File: config.mk
export PLATFORM = sky130hd
export DESIGN_NAME = gyro_spi_regmodel
export DESIGN_NICKNAME = d
export VERILOG_FILES = /design/src/rtl/gyro_pkg.sv /design/src/rtl/gyro_spi_phy.sv /design/src/rtl/gyro_xact.sv /design/src/rtl/gyro_regmap.sv /design/src/rtl/gyro_spi_regmodel.sv
export SDC_FILE = /design/constraint.sdc
export NUM_CORES = 1
export LEC_CHECK = 0
export BUFFER_PORTS_ARGS = -buffer_cell sky130_fd_sc_hd__buf_2
export CORE_UTILIZATION = 60
export CTS_CLUSTER_DIAMETER = 60
export CTS_CLUSTER_SIZE = 30
export DETAILED_ROUTE_END_ITERATION = 8
export PLACE_DENSITY = 0.85
export SLEW_MARGIN = 20
export SYNTH_ARGS = -nofsm -noshare
export SYNTH_HDL_FRONTEND = slang
export SYNTH_HIERARCHICAL = 1
export SYNTH_SLANG_ARGS = --single-unit
File: constraint.sdc
create_clock -name clk -period 9.2 [get_ports clk]
set_input_delay 0.46 -clock clk [delete_from_list [all_inputs] [get_ports clk]]
set_output_delay 0.46 -clock clk [all_outputs]
set_load 0.02 [all_outputs]
File: src/rtl/gyro_pkg.sv
package gyro_pkg;
   localparam int BYTE_W = 8;
   localparam int ADDR_W = 7;
   localparam int RATE_W = 16;
   localparam int TEMP_W = 12;

   typedef logic [BYTE_W-1:0] byte_t;
   typedef logic [ADDR_W-1:0] addr_t;

   localparam addr_t A_VENDOR = 7'h00;
   localparam addr_t A_SENSOR = 7'h01;
   localparam addr_t A_PART   = 7'h02;
   localparam addr_t A_SER0   = 7'h04;
   localparam addr_t A_SER1   = 7'h05;
   localparam addr_t A_SER2   = 7'h06;
   localparam addr_t A_SER3   = 7'h07;
   localparam addr_t A_XLO    = 7'h08;
   localparam addr_t A_XHI    = 7'h09;
   localparam addr_t A_YLO    = 7'h0A;
   localparam addr_t A_YHI    = 7'h0B;
   localparam addr_t A_TLO    = 7'h0C;
   localparam addr_t A_THI    = 7'h0D;
   localparam addr_t A_PWR    = 7'h10;
   localparam addr_t A_FILT   = 7'h11;
   localparam addr_t A_ROUTE  = 7'h12;

   localparam byte_t VENDOR_CODE = 8'hAD;
   localparam byte_t SENSOR_CODE = 8'h1D;
   localparam byte_t PART_CODE   = 8'h92;
   localparam byte_t FILT_MASK   = 8'hF7;

   localparam logic [1:0] ROUTE_DRDY = 2'b01;

   typedef enum logic [1:0] {
      XS_CMD,
      XS_RD,
      XS_WR
   } xact_st_e;
endpackage

File: src/rtl/gyro_spi_phy.sv
module gyro_spi_phy import gyro_pkg::*; #(
   parameter int SYNC_STAGES = 2
) (
   input  logic  clk,
   input  logic  rst_n,
   input  logic  sclk_i,
   input  logic  cs_n_i,
   input  logic  mosi_i,
   output logic  miso_o,
   output logic  frame_active_o,
   output logic  byte_stb_o,
   output byte_t rx_byte_o,
   input  logic  tx_load_i,
   input  byte_t tx_byte_i
);
   localparam int CNT_W = $clog2(BYTE_W);

   logic [SYNC_STAGES-1:0] sclk_pipe, cs_pipe, mosi_pipe;
   logic                   sclk_s, mosi_s, sclk_prev_q;
   logic                   rise, fall;
   logic [CNT_W-1:0]       bit_cnt_q;
   logic [BYTE_W-2:0]      rx_q;
   byte_t                  tx_q;

   always_ff @(posedge clk or negedge rst_n) begin
      if (!rst_n) begin
         sclk_pipe <= '0;
         cs_pipe   <= '1;
         mosi_pipe <= '0;
      end else begin
         sclk_pipe <= {sclk_pipe[SYNC_STAGES-2:0], sclk_i};
         cs_pipe   <= {cs_pipe[SYNC_STAGES-2:0], cs_n_i};
         mosi_pipe <= {mosi_pipe[SYNC_STAGES-2:0], mosi_i};
      end
   end

   assign sclk_s         = sclk_pipe[SYNC_STAGES-1];
   assign mosi_s         = mosi_pipe[SYNC_STAGES-1];
   assign frame_active_o = !cs_pipe[SYNC_STAGES-1];
   assign rise           = frame_active_o && sclk_s && !sclk_prev_q;
   assign fall           = frame_active_o && !sclk_s && sclk_prev_q;
   assign byte_stb_o     = rise && (bit_cnt_q == CNT_W'(BYTE_W-1));
   assign rx_byte_o      = {rx_q, mosi_s};
   assign miso_o         = tx_q[BYTE_W-1];

   always_ff @(posedge clk or negedge rst_n) begin
      if (!rst_n) begin
         sclk_prev_q <= 1'b0;
         bit_cnt_q   <= '0;
         rx_q        <= '0;
         tx_q        <= '0;
      end else begin
         sclk_prev_q <= sclk_s;
         if (!frame_active_o) begin
            bit_cnt_q <= '0;
            tx_q      <= '0;
         end else begin
            if (rise) begin
               bit_cnt_q <= bit_cnt_q + 1'b1;
               rx_q      <= rx_byte_o[BYTE_W-2:0];
            end
            if (tx_load_i)
               tx_q <= tx_byte_i;
            else if (fall && bit_cnt_q != '0)
               tx_q <= {tx_q[BYTE_W-2:0], 1'b0};
         end
      end
   end


   tx_load_at_boundary_chk: assert property (@(posedge clk) disable iff (!rst_n)
      tx_load_i |-> byte_stb_o)
      else $error("tx load outside a byte boundary");


   miso_idle_low_chk: assert property (@(posedge clk) disable iff (!rst_n)
      !frame_active_o |=> !miso_o)
      else $error("miso driven while deselected");
endmodule

File: src/rtl/gyro_xact.sv
module gyro_xact import gyro_pkg::*; (
   input  logic  clk,
   input  logic  rst_n,
   input  logic  frame_active_i,
   input  logic  byte_stb_i,
   input  byte_t rx_byte_i,
   output addr_t rd_addr_o,
   output logic  tx_load_o,
   output logic  wr_en_o,
   output addr_t wr_addr_o,
   output byte_t wr_data_o,
   output logic  drdy_clr_o
);
   xact_st_e state_q;
   addr_t    cur_q;
   logic     is_read_cmd;

   assign is_read_cmd = rx_byte_i[BYTE_W-1];

   always_comb begin
      rd_addr_o  = (state_q == XS_CMD) ? rx_byte_i[ADDR_W-1:0] : cur_q + 1'b1;
      tx_load_o  = byte_stb_i && ((state_q == XS_CMD && is_read_cmd) || state_q == XS_RD);
      wr_en_o    = byte_stb_i && (state_q == XS_WR);
      wr_addr_o  = cur_q;
      wr_data_o  = rx_byte_i;
      drdy_clr_o = byte_stb_i && (state_q == XS_RD) && (cur_q == A_YHI);
   end

   always_ff @(posedge clk or negedge rst_n) begin
      if (!rst_n) begin
         state_q <= XS_CMD;
         cur_q   <= '0;
      end else if (!frame_active_i) begin
         state_q <= XS_CMD;
         cur_q   <= '0;
      end else if (byte_stb_i) begin
         if (state_q == XS_CMD) begin
            cur_q   <= rx_byte_i[ADDR_W-1:0];
            state_q <= is_read_cmd ? XS_RD : XS_WR;
         end else begin
            cur_q <= cur_q + 1'b1;
         end
      end
   end


   cmd_first_chk: assert property (@(posedge clk) disable iff (!rst_n)
      $rose(frame_active_i) |-> state_q == XS_CMD)
      else $error("frame did not start in command phase");
endmodule

File: src/rtl/gyro_regmap.sv
module gyro_regmap import gyro_pkg::*; #(
   parameter int          SETTLE_CYC = 64,
   parameter logic [31:0] SERIAL_NUM = 32'h0
) (
   input  logic              clk,
   input  logic              rst_n,
   input  logic              frame_active_i,
   input  addr_t             rd_addr_i,
   output byte_t             rd_data_o,
   input  logic              wr_en_i,
   input  addr_t             wr_addr_i,
   input  byte_t             wr_data_i,
   input  logic              drdy_clr_i,
   input  logic              smp_stb_i,
   input  logic [RATE_W-1:0] smp_x_i,
   input  logic [RATE_W-1:0] smp_y_i,
   input  logic [TEMP_W-1:0] smp_t_i,
   output logic              drdy_o
);
   logic [1:0]        pwr_q, route_q;
   byte_t             filt_q;
   logic [RATE_W-1:0] x_q, y_q, px_q, py_q;
   logic [TEMP_W-1:0] t_q, pt_q;
   logic              pend_q, drdy_q, meas, acc_rdy, commit;

   assign meas = pwr_q[1];

   if (SETTLE_CYC == 0) begin : g_no_settle
      assign acc_rdy = meas;
   end else begin : g_settle
      localparam int SW = $clog2(SETTLE_CYC + 1);
      logic [SW-1:0] cnt_q;
      always_ff @(posedge clk or negedge rst_n) begin
         if (!rst_n)
            cnt_q <= '0;
         else if (!meas)
            cnt_q <= '0;
         else if (cnt_q != SW'(SETTLE_CYC))
            cnt_q <= cnt_q + 1'b1;
      end
      assign acc_rdy = meas && (cnt_q == SW'(SETTLE_CYC));
   end

   always_comb begin
      case (rd_addr_i)
         A_VENDOR: rd_data_o = VENDOR_CODE;
         A_SENSOR: rd_data_o = SENSOR_CODE;
         A_PART:   rd_data_o = PART_CODE;
         A_SER0:   rd_data_o = SERIAL_NUM[7:0];
         A_SER1:   rd_data_o = SERIAL_NUM[15:8];
         A_SER2:   rd_data_o = SERIAL_NUM[23:16];
         A_SER3:   rd_data_o = SERIAL_NUM[31:24];
         A_XLO:    rd_data_o = x_q[7:0];
         A_XHI:    rd_data_o = x_q[15:8];
         A_YLO:    rd_data_o = y_q[7:0];
         A_YHI:    rd_data_o = y_q[15:8];
         A_TLO:    rd_data_o = t_q[7:0];
         A_THI:    rd_data_o = {4'b0, t_q[TEMP_W-1:8]};
         A_PWR:    rd_data_o = {6'b0, pwr_q};
         A_FILT:   rd_data_o = filt_q;
         A_ROUTE:  rd_data_o = {6'b0, route_q};
         default:  rd_data_o = '0;
      endcase
   end

   always_ff @(posedge clk or negedge rst_n) begin
      if (!rst_n) begin
         pwr_q   <= '0;
         filt_q  <= '0;
         route_q <= '0;
      end else if (wr_en_i) begin
         case (wr_addr_i)
            A_PWR:   pwr_q   <= wr_data_i[1:0];
            A_FILT:  filt_q  <= wr_data_i & FILT_MASK;
            A_ROUTE: route_q <= wr_data_i[1:0];
            default: ;
         endcase
      end
   end

   assign commit = pend_q && !frame_active_i && acc_rdy;

   always_ff @(posedge clk or negedge rst_n) begin
      if (!rst_n) begin
         pend_q <= 1'b0;
         px_q   <= '0;
         py_q   <= '0;
         pt_q   <= '0;
      end else if (!acc_rdy) begin
         pend_q <= 1'b0;
      end else if (smp_stb_i) begin
         pend_q <= 1'b1;
         px_q   <= smp_x_i;
         py_q   <= smp_y_i;
         pt_q   <= smp_t_i;
      end else if (commit) begin
         pend_q <= 1'b0;
      end
   end

   always_ff @(posedge clk or negedge rst_n) begin
      if (!rst_n) begin
         x_q    <= '0;
         y_q    <= '0;
         t_q    <= '0;
         drdy_q <= 1'b0;
      end else begin
         if (commit) begin
            x_q <= px_q;
            y_q <= py_q;
            if (pwr_q[0])
               t_q <= pt_q;
         end
         if (commit)
            drdy_q <= 1'b1;
         else if (drdy_clr_i)
            drdy_q <= 1'b0;
      end
   end

   assign drdy_o = drdy_q && meas && (route_q == ROUTE_DRDY);


   sample_hold_in_frame_chk: assert property (@(posedge clk) disable iff (!rst_n)
      frame_active_i && $past(frame_active_i) |-> $stable(x_q) && $stable(y_q) && $stable(t_q))
      else $error("sample registers changed inside a frame");


   sample_gate_chk: assert property (@(posedge clk) disable iff (!rst_n)
      !$stable(x_q) || !$stable(y_q) |-> $past(acc_rdy))
      else $error("sample taken while not accepting");


   drdy_clear_chk: assert property (@(posedge clk) disable iff (!rst_n)
      drdy_clr_i |=> !drdy_q)
      else $error("data-ready not cleared");


   drdy_set_idle_chk: assert property (@(posedge clk) disable iff (!rst_n)
      $rose(drdy_q) |-> !$past(frame_active_i))
      else $error("data-ready set inside a frame");
endmodule

File: src/rtl/gyro_spi_regmodel.sv
module gyro_spi_regmodel import gyro_pkg::*; #(
   parameter int          SYNC_STAGES = 2,
   parameter int          SETTLE_CYC  = 64,
   parameter logic [31:0] SERIAL_NUM  = 32'h6B2C_0417
) (
   input  logic              clk,
   input  logic              rst_n,
   input  logic              spi_sclk_i,
   input  logic              spi_cs_n_i,
   input  logic              spi_mosi_i,
   output logic              spi_miso_o,
   input  logic              smp_stb_i,
   input  logic [RATE_W-1:0] smp_xrate_i,
   input  logic [RATE_W-1:0] smp_yrate_i,
   input  logic [TEMP_W-1:0] smp_temp_i,
   output logic              drdy_o
);
   if (SYNC_STAGES < 2) begin : g_bad_sync
      $error("SYNC_STAGES must be at least 2");
   end
   if (SETTLE_CYC < 0) begin : g_bad_settle
      $error("SETTLE_CYC must not be negative");
   end

   logic  frame_active, byte_stb, tx_load, wr_en, drdy_clr;
   byte_t rx_byte, rd_data, wr_data;
   addr_t rd_addr, wr_addr;

   gyro_spi_phy #(.SYNC_STAGES(SYNC_STAGES)) u_phy (
      .clk            (clk),
      .rst_n          (rst_n),
      .sclk_i         (spi_sclk_i),
      .cs_n_i         (spi_cs_n_i),
      .mosi_i         (spi_mosi_i),
      .miso_o         (spi_miso_o),
      .frame_active_o (frame_active),
      .byte_stb_o     (byte_stb),
      .rx_byte_o      (rx_byte),
      .tx_load_i      (tx_load),
      .tx_byte_i      (rd_data)
   );

   gyro_xact u_xact (
      .clk            (clk),
      .rst_n          (rst_n),
      .frame_active_i (frame_active),
      .byte_stb_i     (byte_stb),
      .rx_byte_i      (rx_byte),
      .rd_addr_o      (rd_addr),
      .tx_load_o      (tx_load),
      .wr_en_o        (wr_en),
      .wr_addr_o      (wr_addr),
      .wr_data_o      (wr_data),
      .drdy_clr_o     (drdy_clr)
   );

   gyro_regmap #(.SETTLE_CYC(SETTLE_CYC), .SERIAL_NUM(SERIAL_NUM)) u_regmap (
      .clk            (clk),
      .rst_n          (rst_n),
      .frame_active_i (frame_active),
      .rd_addr_i      (rd_addr),
      .rd_data_o      (rd_data),
      .wr_en_i        (wr_en),
      .wr_addr_i      (wr_addr),
      .wr_data_i      (wr_data),
      .drdy_clr_i     (drdy_clr),
      .smp_stb_i      (smp_stb_i),
      .smp_x_i        (smp_xrate_i),
      .smp_y_i        (smp_yrate_i),
      .smp_t_i        (smp_temp_i),
      .drdy_o         (drdy_o)
   );
endmodule

==> results of run 1 <==
-- metal layers --
| metal | routed length [microns] | vias to the layer above | GRT usage, % |
|---|---|---|---|
| li1 | - | 2057 | - |
| met1 | 5940 | 2195 | 32.7 |
| met4 | 347 | 0 | 10.7 |
| met2 | 6940 | 145 | 43.2 |
| met5 | 0 | - | 0 |
| met3 | 697 | 36 | 6.93 |
-- final timing paths --
check,from,depth (start not counted),slack (ns),to
setup reg to reg,u_xact/state_q[1],9,5.67,u_phy/tx_q[6]
hold / removal,rst_n,1,0.05,u_xact/wr_addr_o[3]
min in group clk,spi_cs_n_i,1,0.14,u_phy/cs_pipe[0]
setup / recovery,u_xact/state_q[1],9,5.67,u_phy/tx_q[6]
hold reg to reg,u_phy/mosi_pipe[0],0,0.35,u_phy/mosi_pipe[1]
max in group asynchronous,rst_n,2,7.86,u_regmap/py_q[1]
-- layout by cell type (no fill, tap or decap), types with 3 or more instances in the layout --
cell and instances:
dfrtp_1 140, mux2_2 99, buf_2 50, nor2_1 22, nand3_1 18, clkbuf_16 17, o21ai_0 17, nand2_1 16
nor2b_1 14, mux2i_1 13, inv_1 11, nand2b_1 11, a21oi_1 11, mux2_1 10, and3_1 8, mux2_4 8
xnor2_1 8, ha_1 6, or3b_2 6, and2_1 6, buf_4 5, nor3_1 5, nand3b_1 5, a22o_1 5
a22oi_1 5, o211ai_1 4, clkinv_2 3, bufinv_16 3, clkinvlp_4 3, o21ai_1 3, or3_1 3, nand4b_1 3
nor4b_1 3, a211o_1 3, o31ai_1 3
-- cell type report --
cell class                      instances  area, sq um
Sequential cell                       142         3560
Clock buffer                           18          429
Inverter                               12         45.0
Clock inverter                         11          145
Timing Repair Buffer                   56          299
Multi-Input combinational cell        359         3030
Fill cell                             776         3350
Tap cell                              140          175
-- state kept, by name, indices dropped and copies added, names as in the netlist, 3 cells and up --
signal,cells
u_phy/bit_cnt_q,3
u_phy/rx_q,7
u_phy/tx_q,8
u_regmap/filt_q,7
u_regmap/g_settle.cnt_q,7
u_regmap/pt_q,12
u_regmap/px_q,16
u_regmap/py_q,16
u_regmap/t_q,12
u_regmap/x_q,16
u_regmap/y_q,16
u_xact/wr_addr_o,7
-- power by group --
| group | internal, mW | leakage [nW] | switching (mW) |
|---|---|---|---|
| logic | 0.0692 | 1.56 | 0.113 |
| clock network | 0.421 | 0.274 | 0.253 |
| registers | 0.640 | 1.95 | 0.0190 |
-- stage by stage --
step                      setup slack (ns)  util (%)  std cells  total power, mW
after floorplan                       6.19         -        554            0.801
after CTS                             5.70      69.6        738             1.52
after global routing                  5.37      69.6        738             1.57
final                                 5.67      69.6        738             1.51
after global placement                5.95      64.4        709            0.841
after detailed placement              5.73      64.4        709            0.848
-- worst max-delay path: stages, from the launching register on --
cell,delay [ns]
dfrtp_1,0.45
nor2_2,0.65
o21ai_0,0.48
or4b_2,0.80
nor2_1,0.38
a22oi_1,0.15
o211ai_1,0.22
mux2i_1,0.10
nor2_1,0.09
mux2_4,0.14
==> impl_metrics.env, run 1 <==
export IMPL_status="complete, no violations"
export IMPL_grt_usage_pct=26.2
export IMPL_std_cell_rows=38
export IMPL_drcViolationCount=0
export IMPL_slew_headroom_pct=43.7
export IMPL_grt_pass1_vias=4680
export IMPL_synth_fp_nets=610
export IMPL_die_width_microns=109
export IMPL_htreeDepth=4
export IMPL_setup_tns_ns=0
export IMPL_critPathKind="flip-flop to flip-flop"
export IMPL_netlist_area_sq_um=6900
export IMPL_cts_root_buf="clkbuf_16"
export IMPL_worst_pin_slew_ns=0.845
export IMPL_dr_total_vias=4433
export IMPL_fmax_mhz=283
export IMPL_vdd_ir_drop_max_uv=153
export IMPL_cts_resized=0
export IMPL_fin_crit_ns=3.53
export IMPL_drv_cap=0
export IMPL_path_max_fanout=22
export IMPL_hold_buffers=0
export IMPL_antennaDiodeCount=0
export IMPL_grt_overflow_total=0
export IMPL_die_area_sq_um=11900
export IMPL_grt_pass1_wl_microns=23200
export IMPL_hold_path_class="input pin to asynchronous set/reset pin"
export IMPL_clkTransAtPathRegs_ns=0.06
export IMPL_grt_max_degree=73
export IMPL_whs_ns=0.0509
export IMPL_cts_sinks=142
export IMPL_initial_core_util_pct=62.6
export IMPL_post_route_cell_area_sq_um=7680
export IMPL_setup_viol=0
export IMPL_die_y_microns=109
export IMPL_cts_tree="done"
export IMPL_io_buffers=51
export IMPL_critPathArrivalTime_ns=3.89
export IMPL_finalHoldViolations=0
export IMPL_clk_latency_ns=0.42
export IMPL_drive_above_1_share_pct=35.6
export IMPL_area_growth_pct=11.2
export IMPL_drt_wl_total_microns=13900
export IMPL_routabilityCongestion=0.894
export IMPL_ios=52
export IMPL_wl_per_cell_microns=18.9
export IMPL_clockBufferDepth=2
export IMPL_rsz0062_at_grt="false"
export IMPL_final_max_slew_viol_count=0
export IMPL_ant_nets=0
export IMPL_synth_warnings=6
export IMPL_dpl_instance_area_sq_um=7100
export IMPL_timing_final_crit_share_pct=38.4
export IMPL_finClkSkew_ns=0.00763
export IMPL_viasPerCell=6.01
export IMPL_firstDrtPassIters=6
export IMPL_syn_inst=554
export IMPL_required_ns=9.55
export IMPL_dpl_hpwl_microns=9460
export IMPL_power_density_nw_per_um2=197
export IMPL_syn_area_per_cell_sq_um=12.5
export IMPL_numCtsBuffers=17
export IMPL_p_leak_nw=3.79
export IMPL_antenna_found_initial=0
export IMPL_crit_path_end_kind="flip-flop"
export IMPL_drt_initial_drc_count=311
export IMPL_coreArea_sq_um=11000
export IMPL_crit_path_start_kind="flip-flop"
export IMPL_post_cts_buffers=0
export IMPL_final_nets=644
(Power assumes the default switching activity.)
==> inputs of run 2 (changes only) <==
Settings changed: ABC_AREA set to 1.
Clock period 9.2 ns to 3.33 ns, I/O delays scaled along.
==> run 2 against run 1 <==
Register-to-register slack got worse by 5.2 ns. Clock power grew to 2.7 times the previous value. Synthesized cell count rose by 58%. Flip-flop and latch count unchanged. Highest routed layer unchanged. Wire length increased by 25%. Worst setup slack worse by 5.2 ns. Sequential share of layout area shrank 3.1 points. Critical endpoint is now u_phy/tx_q[7]. Die area rose by 1.3%. Final cell count grew 50%. Total power grew to 2.6 times the previous value. Largest power group unchanged. Utilization is 2.7 points higher.
==> impl_metrics.env, run 2 <==
export IMPL_clkTransAtPathRegs_ns=0.06
export IMPL_rsz0062_at_grt="false"
export IMPL_grt_pass1_vias=5984
export IMPL_final_max_slew_viol_count=0
export IMPL_fmax_mhz=353
export IMPL_drt_wl_total_microns=17400
export IMPL_antenna_found_initial=0
export IMPL_path_max_fanout=28
export IMPL_layout_common_cells="nand2_1, nand3_1, dfrtp_1"
export IMPL_die_area_sq_um=12100
export IMPL_coreArea_sq_um=11400
export IMPL_area_growth_pct=17.5
export IMPL_vdd_ir_drop_max_uv=360
export IMPL_synth_fp_nets=931
export IMPL_numCtsBuffers=17
export IMPL_post_route_util_pct=72.3
export IMPL_fin_crit_ns=2.84
export IMPL_reg2reg_slack_ns=0.49
export IMPL_initial_core_util_pct=61.5
export IMPL_timing_final_crit_share_pct=85.1
export IMPL_final_cells=1107
export IMPL_grt_overflow_total=0
export IMPL_status="complete, no violations"
export IMPL_syn_area_per_cell_sq_um=7.99
export IMPL_whs_ns=0.00504
export IMPL_die_y_microns=110
export IMPL_p_leak_nw=4.41
export IMPL_regArea_sq_um=3560
export IMPL_critPathArrivalTime_ns=3.20
export IMPL_dr_total_vias=6246
export IMPL_drv_cap=0
export IMPL_dpl_hpwl_microns=9990
export IMPL_setup_viol=0
export IMPL_grt_pass1_wl_microns=28200
export IMPL_ios=52
export IMPL_required_ns=3.69
export IMPL_grt_usage_pct=31.1
export IMPL_finClkSkew_ns=0.00848
export IMPL_netlist_area_sq_um=7000
export IMPL_crit_path_end_kind="flip-flop"
export IMPL_grt_max_degree=89
export IMPL_slew_headroom_pct=27.1
export IMPL_routabilityCongestion=0.910
export IMPL_cts_tree="done"
export IMPL_final_common_cell="nand2_1"
export IMPL_hold_path_class="input pin to flip-flop"
export IMPL_io_buffers=51
export IMPL_drcViolationCount=0
export IMPL_setup_tns_ns=0
export IMPL_ant_nets=0
export IMPL_viasPerCell=5.64
export IMPL_cts_root_buf="clkbuf_16"
export IMPL_clk_latency_ns=0.42
export IMPL_multiInputGateArea_sq_um=2850
export IMPL_finalPower_mw=3.97
export IMPL_power_density_nw_per_um2=483
export IMPL_finalHoldViolations=0
export IMPL_worst_pin_slew_ns=1.09
export IMPL_crit_path_start_kind="flip-flop"
export IMPL_num_fill_cells=790
export IMPL_synth_warnings=6
export IMPL_htreeDepth=4
export IMPL_syn_inst=875
export IMPL_wl_per_cell_microns=15.7
export IMPL_critPathKind="flip-flop to flip-flop"
export IMPL_dpl_cell_count=1031
export IMPL_std_cell_rows=39
export IMPL_firstDrtPassIters=5
export IMPL_cts_sinks=142
export IMPL_drive_above_1_share_pct=11.2
export IMPL_antennaDiodeCount=0
export IMPL_drt_initial_drc_count=561
export IMPL_post_cts_buffers=0
export IMPL_die_width_microns=110
export IMPL_final_nets=1009
export IMPL_clockBufferDepth=2
==> run 2: changes by cell type in the layout (fill, tap and decap cells not counted), sizes merged, moves of 9 or more <==
cell	delta
nand2	+294
nand3	+155
mux2	-117
inv	+54
dlygate4sd3	+46
nor2	+30
nor2b	-14
mux2i	-13
nand4	+13
nand2b	-12
and3	-9
==> run 2: where the power goes <==
group | internal, mW | switching, mW | total, mW
Clock | 1.15 | 0.679 | 1.83
Combinational | 0.134 | 0.233 | 0.367
Sequential | 1.75 | 0.0226 | 1.78
==> run 2: timing repair <==
item,4_1_cts,5_1_grt
resized for setup,0,0
endpoints found under the hold margin,132,0
hold buffers,46,0
==> run 2: worst paths after layout <==
| check | startpoint | cells after the start | to |
|---|---|---|---|
| max | u_xact/wr_addr_o[1] | 17 | u_phy/tx_q[7] |
| min | smp_xrate_i[10] | 3 | u_regmap/px_q[10] |
| max reg2reg | u_xact/wr_addr_o[1] | 17 | u_phy/tx_q[7] |
| min reg2reg | u_phy/sclk_pipe[0] | 0 | u_phy/sclk_pipe[1] |
| max in group asynchronous | rst_n | 3 | u_phy/cs_pipe[1] |
| min in group asynchronous | rst_n | 2 | u_xact/wr_addr_o[6] |
==> run 2: area by class of cell <==
class,count,share of cell area (%)
Multi-Input combinational cell,619,34.7
Tap cell,143,2.18
Sequential cell,142,43.3
Clock inverter,6,1.03
Timing Repair Buffer,106,9.91
Inverter,67,3.06
Clock buffer,24,5.86
==> run 2: metal layers <==
| layer | vias to the layer above | track usage [%] | part of all wire (%) |
|---|---|---|---|
| met5 | - | 0 | 0 |
| met4 | 0 | 14.4 | 2.8 |
| met3 | 50 | 6.53 | 6.4 |
| met2 | 266 | 51.4 | 50 |
| met1 | 2974 | 39.4 | 41 |
| li1 | 2956 | - | - |
==> run 2: worst max-delay path, cell delays in order (launching register included) <==
cell      delay (ns)
dfrtp_1         0.44
ha_1            0.23
nand3_1         0.12
o21bai_1        0.14
nand3_1         0.10
and2_1          0.15
inv_1           0.08
nand2_1         0.07
nor2_2          0.59
buf_12          0.25
nand3_1         0.08
nand2_1         0.12
nor2_1          0.07
nand3b_1        0.08
nand3_1         0.08
nand2_1         0.08
nand2_1         0.05
nand2_1         0.05
==> run 2: per-stage QoR <==
stage,setup WS [ns],area [sq um]
6_report,0.495,8220
5_1_grt,0.163,8220
4_1_cts,0.533,8220
3_5_place_dp,0.576,7190
3_3_place_gp,0.636,7190
2_1_floorplan,1.12,7000
==> inputs of run 3 (changes only) <==
Settings changed: CTS_BUF_LIST set to sky130_fd_sc_hd__clkbuf_4.
==> run 3 against run 2 <==
Utilization is 2.6 points lower. Worst setup slack better by 0.0013 ns. Via count shrank 2.0%. Total power is 20% lower. Sequential power hardly changed. Critical endpoint is now u_phy/tx_q[1]. Largest power group is now sequential cells. Highest routed layer unchanged.
==> impl_metrics.env, run 3 (same netlist as run 2, synthesis figures left out) <==
export IMPL_post_cts_buffers=0
export IMPL_grt_usage_pct=29.5
export IMPL_finalPower_mw=3.17
export IMPL_dpl_hpwl_microns=9990
export IMPL_rsz0062_at_grt="false"
export IMPL_cts_tree="done"
export IMPL_critPathKind="flip-flop to flip-flop"
export IMPL_firstDrtPassIters=5
export IMPL_use_met3_pct=6.11
export IMPL_busiest_layer="met2"
export IMPL_whs_ns=0.201
export IMPL_switchingPower_uw=825
export IMPL_worst_pin_slew_ns=1.10
export IMPL_required_ns=3.83
export IMPL_drv_cap=0
export IMPL_crit_path_start_kind="flip-flop"
export IMPL_wl_per_cell_microns=14.7
export IMPL_cp_slowest_cell="nor2_2"
export IMPL_setup_viol=0
export IMPL_grt_max_degree=89
export IMPL_numCtsBuffers=17
export IMPL_regArea_sq_um=3560
export IMPL_final_common_cell="nand2_1"
export IMPL_path_max_fanout=28
export IMPL_path_cells="ha_1, nand3_1, o21bai_1, nand3_1, and2_1, inv_1, nand2_1, nor2_2, buf_12, nand3_1, nand2_1, nor2_1, nand3_1, nand3_1, nand2_1, nand2_1, nand2_1"
export IMPL_startpoint="u_xact/wr_addr_o[1]"
export IMPL_drt_wl_total_microns=16300
export IMPL_status="complete, no violations"
export IMPL_layout_common_cells="nand2_1, nand3_1, dfrtp_1"
export IMPL_grt_pass1_wl_microns=26800
export IMPL_grt_overflow_total=0
export IMPL_die_width_microns=110
export IMPL_cts_resized=0
export IMPL_multiInputGateArea_sq_um=2850
export IMPL_std_cell_rows=39
export IMPL_p_sw_share_pct=26.0
export IMPL_timing_rr_start="u_xact/wr_addr_o[1]"
export IMPL_antennaDiodeCount=0
export IMPL_cts_sinks=142
export IMPL_setup_tns_ns=0
export IMPL_coreArea_sq_um=11400
export IMPL_clk_latency_ns=0.56
export IMPL_slowest_delay_ns=0.56
export IMPL_vdd_ir_drop_max_uv=289
export IMPL_viasPerCell=5.52
export IMPL_p_leak_nw=4.29
export IMPL_num_fill_cells=853
export IMPL_htreeDepth=4
export IMPL_area_growth_pct=13.3
export IMPL_power_density_nw_per_um2=400
export IMPL_initial_core_util_pct=61.5
export IMPL_crit_path_end_kind="flip-flop"
export IMPL_critPathArrivalTime_ns=3.33
export IMPL_die_y_microns=110
export IMPL_clkPwrFrac_pct=32.6
export IMPL_die_area_sq_um=12100
export IMPL_final_max_slew_viol_count=0
export IMPL_hold_buffers=48
export IMPL_drcViolationCount=0
export IMPL_post_route_cell_area_sq_um=7930
export IMPL_comb_power_share_pct=11.5
export IMPL_routabilityCongestion=0.910
export IMPL_timing_final_crit_share_pct=85.1
export IMPL_drive_above_1_share_pct=11.3
export IMPL_antenna_found_initial=0
export IMPL_power_frac_seq_pct=55.9
export IMPL_intPower_mw=2.34
export IMPL_dr_total_vias=6120
export IMPL_cts_root_buf="clkbuf_4"
export IMPL_post_route_util_pct=69.7
export IMPL_hold_path_class="input pin to asynchronous set/reset pin"
export IMPL_gr_usage_met2_pct=47.5
export IMPL_fin_crit_ns=2.83
export IMPL_finalHoldViolations=0
export IMPL_grt_pass1_vias=5767
export IMPL_drt_initial_drc_count=505
export IMPL_final_nets=1011
export IMPL_io_buffers=51
export IMPL_met1_usage_pct=38.4
export IMPL_finClkSkew_ns=0.0197
export IMPL_fmax_mhz=353
export IMPL_slew_headroom_pct=26.5
export IMPL_ios=52
export IMPL_dpl_instance_area_sq_um=7190
export IMPL_clockBufferDepth=2
export IMPL_clkTransAtPathRegs_ns=0.12
export IMPL_ant_nets=0
==> run 3: cell types whose count changed in the layout (fill, tap and decap cells not counted), sizes merged <==
cell / delta
clkinv: +3
dlygate4sd3: +2
clkbuf: -3
==> run 3: area by class of cell <==
| type | instances | share of cell area (%) |
|---|---|---|
| clock buffer | 21 | 1.99 |
| multi-input combinational | 619 | 36.0 |
| tap | 143 | 2.26 |
| sequential | 142 | 44.8 |
| timing repair buffer | 108 | 10.5 |
| clock inverter | 9 | 1.22 |
| inverter | 67 | 3.17 |
==> run 3: critical path, delay by kind of cell, from the launching register on <==
family / cells / cell delay [ns]
simple gates: 13 / 1.59
flops: 1 / 0.47
buf+inv: 2 / 0.33
fa+ha+maj: 1 / 0.23
compound gates: 1 / 0.14
==> run 3: stage by stage <==
stage          worst slack, ns  cells
2_1_floorplan             1.12    875
3_3_place_gp             0.636   1031
3_5_place_dp             0.576   1031
4_1_cts                  0.531   1109
5_1_grt                  0.148   1109
6_report                 0.496   1109
==> run 3: path summary, 6_finish.rpt <==
kind / slack (ns) / cells after the start / to
worst max-delay path: 0.50 / 17 / u_phy/tx_q[1]
min in group clk: 0.23 / 4 / u_regmap/pt_q[11]
worst max register to register: 0.50 / 17 / u_phy/tx_q[1]
max in group asynchronous: 2.31 / 3 / u_phy/cs_pipe[0]
worst min register to register: 0.36 / 0 / u_phy/sclk_pipe[1]
worst min-delay path: 0.20 / 2 / u_xact/wr_addr_o[6]
==> run 3: power groups by stage <==
stage               Combinational, mW  Sequential [mW]  Clock, mW
floorplan                       0.224             1.80          0
global placement                0.301             1.81          0
detailed placement              0.312             1.81          0
CTS                             0.356             1.77       1.06
global route                    0.404             1.78       1.12
finish                          0.363             1.77       1.03
==> run 3: metal layers <==
layer / part of all wire (%) / routed length (microns)
met1: 43 / 7060
met2: 49 / 7980
met3: 4.6 / 749
met4: 3.3 / 542
met5: 0 / 0
